===== src/rtl/comp_pkg.sv =====
package comp_pkg;
  typedef enum logic [1:0] {
    WIN_MAIN    = 2'd0,
    WIN_FULL    = 2'd1,
    WIN_INSET_L = 2'd2,
    WIN_INSET_R = 2'd3
  } win_e;

  // weights are in eighths; quarter weights are doubled
  localparam int WT_W = 4;
  localparam int WT_SHIFT = 3;
endpackage


===== src/rtl/comp_addr_gen.sv =====
module comp_addr_gen import comp_pkg::*; #(
  parameter int H_PIX = 256,
  parameter int V_PIX = 192,
  localparam int XW = $clog2(H_PIX),
  localparam int YW = $clog2(V_PIX)
) (
  input  logic [1:0]    win_mode_i,
  input  logic          swap_i,
  input  logic [XW-1:0] x_i,
  input  logic [YW-1:0] y_i,
  output logic [XW-1:0] bot_x_o,
  output logic [YW-1:0] bot_y_o,
  output logic [XW-1:0] top_x_o,
  output logic [YW-1:0] top_y_o,
  output logic          inset_o
);
  localparam logic [XW-1:0] X_HALF = XW'(H_PIX / 2);
  localparam logic [YW-1:0] Y_HALF = YW'(V_PIX / 2);

  win_e          mode;
  logic          in_low;
  logic [XW-1:0] x0, dx, sub_x;
  logic [YW-1:0] dy, sub_y;

  always_comb begin
    mode   = win_e'(win_mode_i);
    in_low = (y_i >= Y_HALF);
    unique case (mode)
      WIN_INSET_L: inset_o = in_low && (x_i < X_HALF);
      WIN_INSET_R: inset_o = in_low && (x_i >= X_HALF);
      default:     inset_o = 1'b0;
    endcase
    x0    = (mode == WIN_INSET_R) ? X_HALF : '0;
    dx    = x_i - x0;
    dy    = y_i - Y_HALF;
    sub_x = inset_o ? XW'(dx << 1) : x_i;
    sub_y = inset_o ? YW'(dy << 1) : y_i;
    if (swap_i) begin
      top_x_o = x_i;   top_y_o = y_i;
      bot_x_o = sub_x; bot_y_o = sub_y;
    end else begin
      bot_x_o = x_i;   bot_y_o = y_i;
      top_x_o = sub_x; top_y_o = sub_y;
    end
  end
endmodule


===== src/rtl/comp_weight.sv =====
module comp_weight import comp_pkg::*; (
  input  logic [1:0]      win_mode_i,
  input  logic [1:0]      blend_sel_i,
  input  logic            inset_i,
  output logic [WT_W-1:0] w_main_o,
  output logic [WT_W-1:0] w_sub_o
);
  logic [WT_W-1:0] sel;

  always_comb begin
    sel = WT_W'(blend_sel_i);
    if (win_e'(win_mode_i) == WIN_FULL) begin
      w_main_o = WT_W'(7) - sel;
      w_sub_o  = WT_W'(1) + sel;
    end else if (inset_i) begin
      w_main_o = WT_W'((WT_W'(3) - sel) << 1);
      w_sub_o  = WT_W'((WT_W'(1) + sel) << 1);
    end else begin
      w_main_o = WT_W'(8);
      w_sub_o  = '0;
    end
  end
endmodule


===== src/rtl/comp_blend_ch.sv =====
module comp_blend_ch import comp_pkg::*; #(
  parameter int CH_W = 5,
  localparam int ACC_W = CH_W + WT_W
) (
  input  logic [CH_W-1:0] main_i,
  input  logic [CH_W-1:0] sub_i,
  input  logic [WT_W-1:0] w_main_i,
  input  logic [WT_W-1:0] w_sub_i,
  output logic [CH_W-1:0] mix_o
);
  logic [ACC_W-1:0] acc;

  always_comb begin
    acc   = ACC_W'(w_main_i) * ACC_W'(main_i) + ACC_W'(w_sub_i) * ACC_W'(sub_i);
    mix_o = CH_W'(acc >> WT_SHIFT);
  end
endmodule


===== src/rtl/pic_compositor.sv =====
module pic_compositor import comp_pkg::*; #(
  parameter int H_PIX = 256,
  parameter int V_PIX = 192,
  parameter int CH_W  = 5,
  localparam int XW    = $clog2(H_PIX),
  localparam int YW    = $clog2(V_PIX),
  localparam int N_CH  = 3,
  localparam int PIX_W = N_CH * CH_W
) (
  input  logic             clk_i,
  input  logic             rst_ni,
  input  logic [1:0]       win_mode_i,
  input  logic [1:0]       blend_sel_i,
  input  logic             swap_i,
  input  logic             in_valid_i,
  input  logic [XW-1:0]    x_i,
  input  logic [YW-1:0]    y_i,
  output logic [XW-1:0]    bot_x_o,
  output logic [YW-1:0]    bot_y_o,
  input  logic [PIX_W-1:0] bot_pix_i,
  output logic [XW-1:0]    top_x_o,
  output logic [YW-1:0]    top_y_o,
  input  logic [PIX_W-1:0] top_pix_i,
  output logic             out_valid_o,
  output logic [PIX_W-1:0] out_pix_o
);
  logic            inset;
  logic [WT_W-1:0] wm, ws;

  comp_addr_gen #(.H_PIX(H_PIX), .V_PIX(V_PIX)) u_addr (
    .win_mode_i (win_mode_i),
    .swap_i     (swap_i),
    .x_i        (x_i),
    .y_i        (y_i),
    .bot_x_o    (bot_x_o),
    .bot_y_o    (bot_y_o),
    .top_x_o    (top_x_o),
    .top_y_o    (top_y_o),
    .inset_o    (inset)
  );

  comp_weight u_wt (
    .win_mode_i  (win_mode_i),
    .blend_sel_i (blend_sel_i),
    .inset_i     (inset),
    .w_main_o    (wm),
    .w_sub_o     (ws)
  );

  // stage 1: control travels alongside the source read
  logic            v1_q, swap1_q;
  logic [WT_W-1:0] wm1_q, ws1_q;

  always_ff @(posedge clk_i or negedge rst_ni) begin
    if (!rst_ni) begin
      v1_q    <= 1'b0;
      swap1_q <= 1'b0;
      wm1_q   <= '0;
      ws1_q   <= '0;
    end else begin
      v1_q    <= in_valid_i;
      swap1_q <= swap_i;
      wm1_q   <= wm;
      ws1_q   <= ws;
    end
  end

  logic [PIX_W-1:0] main_d, sub_d, mix_d;
  assign main_d = swap1_q ? top_pix_i : bot_pix_i;
  assign sub_d  = swap1_q ? bot_pix_i : top_pix_i;

  for (genvar c = 0; c < N_CH; c++) begin : g_ch
    comp_blend_ch #(.CH_W(CH_W)) u_ch (
      .main_i   (main_d[c*CH_W +: CH_W]),
      .sub_i    (sub_d[c*CH_W +: CH_W]),
      .w_main_i (wm1_q),
      .w_sub_i  (ws1_q),
      .mix_o    (mix_d[c*CH_W +: CH_W])
    );
  end

  // stage 2: registered output
  always_ff @(posedge clk_i or negedge rst_ni) begin
    if (!rst_ni) begin
      out_valid_o <= 1'b0;
      out_pix_o   <= '0;
    end else begin
      out_valid_o <= v1_q;
      out_pix_o   <= mix_d;
    end
  end
endmodule


===== config.mk =====
export PLATFORM = sky130hd
export DESIGN_NAME = pic_compositor
export DESIGN_NICKNAME = d
export VERILOG_FILES = /design/src/rtl/comp_pkg.sv /design/src/rtl/comp_addr_gen.sv /design/src/rtl/comp_weight.sv /design/src/rtl/comp_blend_ch.sv /design/src/rtl/pic_compositor.sv
export SDC_FILE = /design/constraint.sdc
export NUM_CORES = 1
export LEC_CHECK = 0
export ABC_AREA = 1
export BUFFER_PORTS_ARGS = -buffer_cell sky130_fd_sc_hd__buf_2
export CAP_MARGIN = 20
export CORE_MARGIN = 2
export CORE_UTILIZATION = 30
export DETAILED_ROUTE_END_ITERATION = 7
export GPL_TIMING_DRIVEN = 1
export SYNTH_ARGS = -nofsm -noshare
export SYNTH_HDL_FRONTEND = slang
export SYNTH_SLANG_ARGS = --single-unit

===== constraint.sdc =====
create_clock -name clk_i -period 6.3 [get_ports clk_i]
set_input_delay 0.315 -clock clk_i [delete_from_list [all_inputs] [get_ports clk_i]]
set_output_delay 0.315 -clock clk_i [all_outputs]
set_load 0.005 [all_outputs]

==> impl_results.html <==
<table>
<tr><th>Metric</th><th>Value</th></tr>
<tr><th colspan="2">Status</th></tr>
<tr><td>Result of the run</td><td>completed</td></tr>
<tr><th colspan="2">Floorplan</th></tr>
<tr><td>Die ar.</td><td>18100 µm²</td></tr>
<tr><td>IO Pins</td><td>102</td></tr>
<tr><td>Die width</td><td>135 µm</td></tr>
<tr><td>Core Rows</td><td>47</td></tr>
<tr><td>Standard cell core area</td><td>16600 µm²</td></tr>
<tr><td>Die Y</td><td>135 µm</td></tr>
<tr><td>Starting density of the core</td><td>30.7%</td></tr>
<tr><th colspan="2">CTS</th></tr>
<tr><td>Number of clock sinks seen by CTS</td><td>25</td></tr>
<tr><td>Number of buffers between clock root and the deepest sink</td><td>2</td></tr>
<tr><td># hold bufs at CTS</td><td>0</td></tr>
<tr><td>Source-to-sink clock delay at the later pin of the worst-skew pair</td><td>0.27 ns</td></tr>
<tr><td>CTS Buf Count</td><td>3</td></tr>
<tr><td>Setup Buffers After CTS</td><td>0</td></tr>
<tr><td>Clock input transition at the sequential cells of the worst setup and hold paths</td><td>0.07 ns</td></tr>
<tr><td>CTS tree</td><td>done</td></tr>
<tr><td>Cells resized by post-CTS repair</td><td>0</td></tr>
<tr><td>H-tree depth</td><td>1</td></tr>
<tr><td>Root buffer cell</td><td>clkbuf_16</td></tr>
<tr><th colspan="2">Drt</th></tr>
<tr><td>Via-per-instance ratio</td><td>4.45</td></tr>
<tr><td>Routed len/inst</td><td>12.4 µm</td></tr>
<tr><td>Overall routed net length</td><td>12.5 mm</td></tr>
<tr><td>Number of routed nets with antenna violations</td><td>0</td></tr>
<tr><td>Total iterations of the first detailed-routing run</td><td>5</td></tr>
<tr><td>Number of remaining DRC errors</td><td>0</td></tr>
<tr><td>Total number of vias</td><td>4455</td></tr>
<tr><td>Drt initial violations</td><td>254</td></tr>
<tr><th colspan="2">Global routing</th></tr>
<tr><td>Global routing met3 resource utilization</td><td>2.82%</td></tr>
<tr><td>Global-route congestion overflow total</td><td>0</td></tr>
<tr><td>Antenna violations before repair</td><td>1</td></tr>
<tr><td>Most Used Layer, Global Route</td><td>met2</td></tr>
<tr><td>GRT Total Usage</td><td>14.7%</td></tr>
<tr><td>Number of global-route vias before repair</td><td>4558</td></tr>
<tr><td>Wire length of the first global-routing pass</td><td>21.5 mm</td></tr>
<tr><td>Met2 layer usage reported by global route</td><td>24.1%</td></tr>
<tr><td>Largest net degree at the start of global routing</td><td>29</td></tr>
<tr><td>Global routing usage on met1</td><td>19.9%</td></tr>
<tr><th colspan="2">Min path</th></tr>
<tr><td>Hold WC Path Type</td><td>in2async</td></tr>
<tr><th colspan="2">Synthesis</th></tr>
<tr><td>Count of mapped cells out of synthesis</td><td>693</td></tr>
<tr><td>Yosys Warn Count</td><td>0</td></tr>
<tr><td>Leading post-synthesis cells by cell area</td><td>fa_1 (26%), dfrtp_1 (12%), inv_1 (12%)</td></tr>
<tr><td>Primary flip-flop cell chosen by synthesis mapping</td><td>dfrtp_1</td></tr>
<tr><td>Fraction of post-synthesis cell area in the top cell type by area</td><td>25.8%</td></tr>
<tr><td>Async set or reset register ratio after synthesis</td><td>100%</td></tr>
<tr><td>Number of different library cells in the post-synthesis netlist</td><td>32</td></tr>
<tr><td>Seq/Total Area, Yosys</td><td>12.2%</td></tr>
<tr><td>Yosys reg bits</td><td>25</td></tr>
<tr><td>Number of enable-type register cells in the synthesized netlist</td><td>0</td></tr>
<tr><td>Post-synth net total</td><td>859</td></tr>
<tr><td>Area of the mapped netlist</td><td>5120 µm²</td></tr>
<tr><td>Cell taking the most area after synthesis</td><td>fa_1</td></tr>
<tr><td>Syn Area/Cell</td><td>7.38 µm²</td></tr>
<tr><th colspan="2">Cells and area</th></tr>
<tr><td>Synthesis-to-layout area growth</td><td>14.9%</td></tr>
<tr><td>FILL cells</td><td>1767</td></tr>
<tr><td>Final layout net count</td><td>948</td></tr>
<tr><td>Ratio of cells with drive above 1 in the final layout</td><td>19.3%</td></tr>
<tr><th colspan="2">Flow run</th></tr>
<tr><td>Count of max-cap constraint violations</td><td>0</td></tr>
<tr><th colspan="2">Critical path</th></tr>
<tr><td>CP Max Fanout</td><td>19</td></tr>
<tr><td>Data required time of the critical path</td><td>6.47 ns</td></tr>
<tr><td>Endpoint class of the critical path</td><td>flip-flop</td></tr>
<tr><td>CP Launch Type</td><td>flip-flop</td></tr>
<tr><td>CP Data Arrival Time</td><td>5.04 ns</td></tr>
<tr><td>Crit Path Class</td><td>reg2reg</td></tr>
<tr><th colspan="2">STA</th></tr>
<tr><td>Number of failing setup endpoints in the final timing report</td><td>0</td></tr>
<tr><td>Count of final hold-check violations</td><td>0</td></tr>
<tr><td>Final worst clock skew</td><td>0.00771 ns</td></tr>
<tr><td>Final Slew Violations</td><td>0</td></tr>
<tr><td>Unrepaired setup endpoints after global routing</td><td>no</td></tr>
<tr><td>Highest clock rate</td><td>205 MHz</td></tr>
<tr><td>Slew at the pin closest to its max-slew limit</td><td>0.833 ns</td></tr>
<tr><td>Minimum period implied by the final worst setup slack</td><td>4.87 ns</td></tr>
<tr><td>Tcrit/Tclk final</td><td>77.3%</td></tr>
<tr><td>Fin Setup TNS</td><td>0 ns</td></tr>
<tr><td>Worst relative slew slack</td><td>44.4%</td></tr>
<tr><th colspan="2">Pwr</th></tr>
<tr><td>Power per cell area</td><td>171 nW/µm²</td></tr>
<tr><td>Post-route total power</td><td>1.01 mW</td></tr>
<tr><td>Static leakage power</td><td>3.35 nW</td></tr>
<tr><td>Worst-case vdd ir drop</td><td>0.103 mV</td></tr>
<tr><th colspan="2">Place</th></tr>
<tr><td>HPWL after DPL</td><td>10.5 mm</td></tr>
<tr><td>Buffers on Ports</td><td>101</td></tr>
<tr><td>Routability Congestion</td><td>0.855</td></tr>
</table>
layout by cell type (no fill, tap or decap):
cell and count:
inv_1 160, nand2_1 128, nor2_1 110, buf_2 101
fa_1 66, ha_1 46, nand3_1 30, o21ai_2 26
dfrtp_1 25, o21ai_0 17, mux2i_1 14, or2_2 12
a21oi_1 8, xor2_1 6, xnor2_1 5, o21ai_1 4
nand4_1 3, o22ai_1 3, clkbuf_16 3, a21o_1 2
nand2_8 2, diode_2 1, inv_2 1, nor3_2 1
a211oi_1 1, nand2b_1 1, a21oi_2 1, nand2_4 1
inv_8 1, nand2_2 1, clkbuf_1 1, buf_4 1
layer usage:
| layer | routed length [µm] | vias to the layer above | part of all wire, % |
|---|---|---|---|
| met5 | 0 | - | 0 |
| met4 | 221 | 0 | 1.8 |
| met3 | 902 | 14 | 7.2 |
| met2 | 5540 | 144 | 44 |
| met1 | 5800 | 2050 | 47 |
| li1 | - | 2247 | - |
report_power, final:
group / internal, mW / total, mW / leakage, nW / switching, mW
clock: 0.0870 / 0.151 / 0.0382 / 0.0640
combinational: 0.262 / 0.626 / 3.01 / 0.365
sequential: 0.212 / 0.230 / 0.303 / 0.0182
state kept, by name, summed over array words and instances (netlist names):
register	flops
v1_q	1
out_valid_o	1
out_pix_o	15
swap1_q	1
ws1_q	4
wm1_q	3
per-stage QoR:
stage,setup slack [ns],area (µm²),hold slack [ns],utilization [%],instances
after floorplan,2.06,5120,0.0194,-,693
after global placement,1.56,5800,0.335,34.8,997
after CTS,1.45,5880,0.0910,35.3,1001
after detailed placement,1.47,5800,0.347,34.8,997
after global routing,1.06,5880,0.106,35.3,1001
final,1.43,5880,0.0621,35.3,1002
layout make-up:
type	count	area, µm²	area share [%]
antenna	1	2.50	0.0426
inverter	162	616	10.5
sequential	25	626	10.6
clock buffer	4	78.8	1.34
multi-input combinational	488	3770	64.1
timing repair buffer	102	513	8.73
tap	220	275	4.68
worst max-delay path: stages, from the launching register on:
cell and delay (ns):
dfrtp_1 0.70, buf_4 0.37, mux2i_1 0.42, nor2_1 0.12, fa_1 0.53, fa_1 0.52
fa_1 0.54, inv_1 0.05, fa_1 0.52, inv_1 0.04, ha_1 0.33, a21oi_1 0.20
o21ai_0 0.12, nand2b_1 0.16, nand3_1 0.08, nand2_1 0.05
cells in the mapped netlist, drive strengths merged, types with 7 or more instances:
master / n
inv: 162
nand2: 132
nor2: 110
fa: 66
o21ai: 47
ha: 46
nand3: 30
dfrtp: 25
mux2i: 14
or2: 12
buf: 11
a21oi: 9
clkbuf: 7
path summary, 6_finish.rpt:
path / startpoint / end / slack [ns] / depth (start not counted)
setup / recovery: swap1_q / out_pix_o[9] / 1.43 / 15
hold / removal: rst_ni / out_pix_o[5] / 0.06 / 1
setup reg to reg: swap1_q / out_pix_o[9] / 1.43 / 15
hold reg to reg: v1_q / out_valid_o / 0.36 / 0
max in group asynchronous: rst_ni / out_pix_o[14] / 5.81 / 1
min in group clk_i: in_valid_i / v1_q / 0.15 / 1
logic make-up after synthesis:
kind of cell | Yosys count | synth area share (%)
buffers and inverters | 180 | 14.2
XOR/XNOR | 11 | 1.88
multiplexers | 14 | 2.74
AND/OR/NAND/NOR | 289 | 23.7
flip-flops | 25 | 12.2
adder cells (fa/ha/maj) | 112 | 37.1
AO/OA/AOI/OAI | 62 | 8.26
Power figures use the tool's default switching activity.
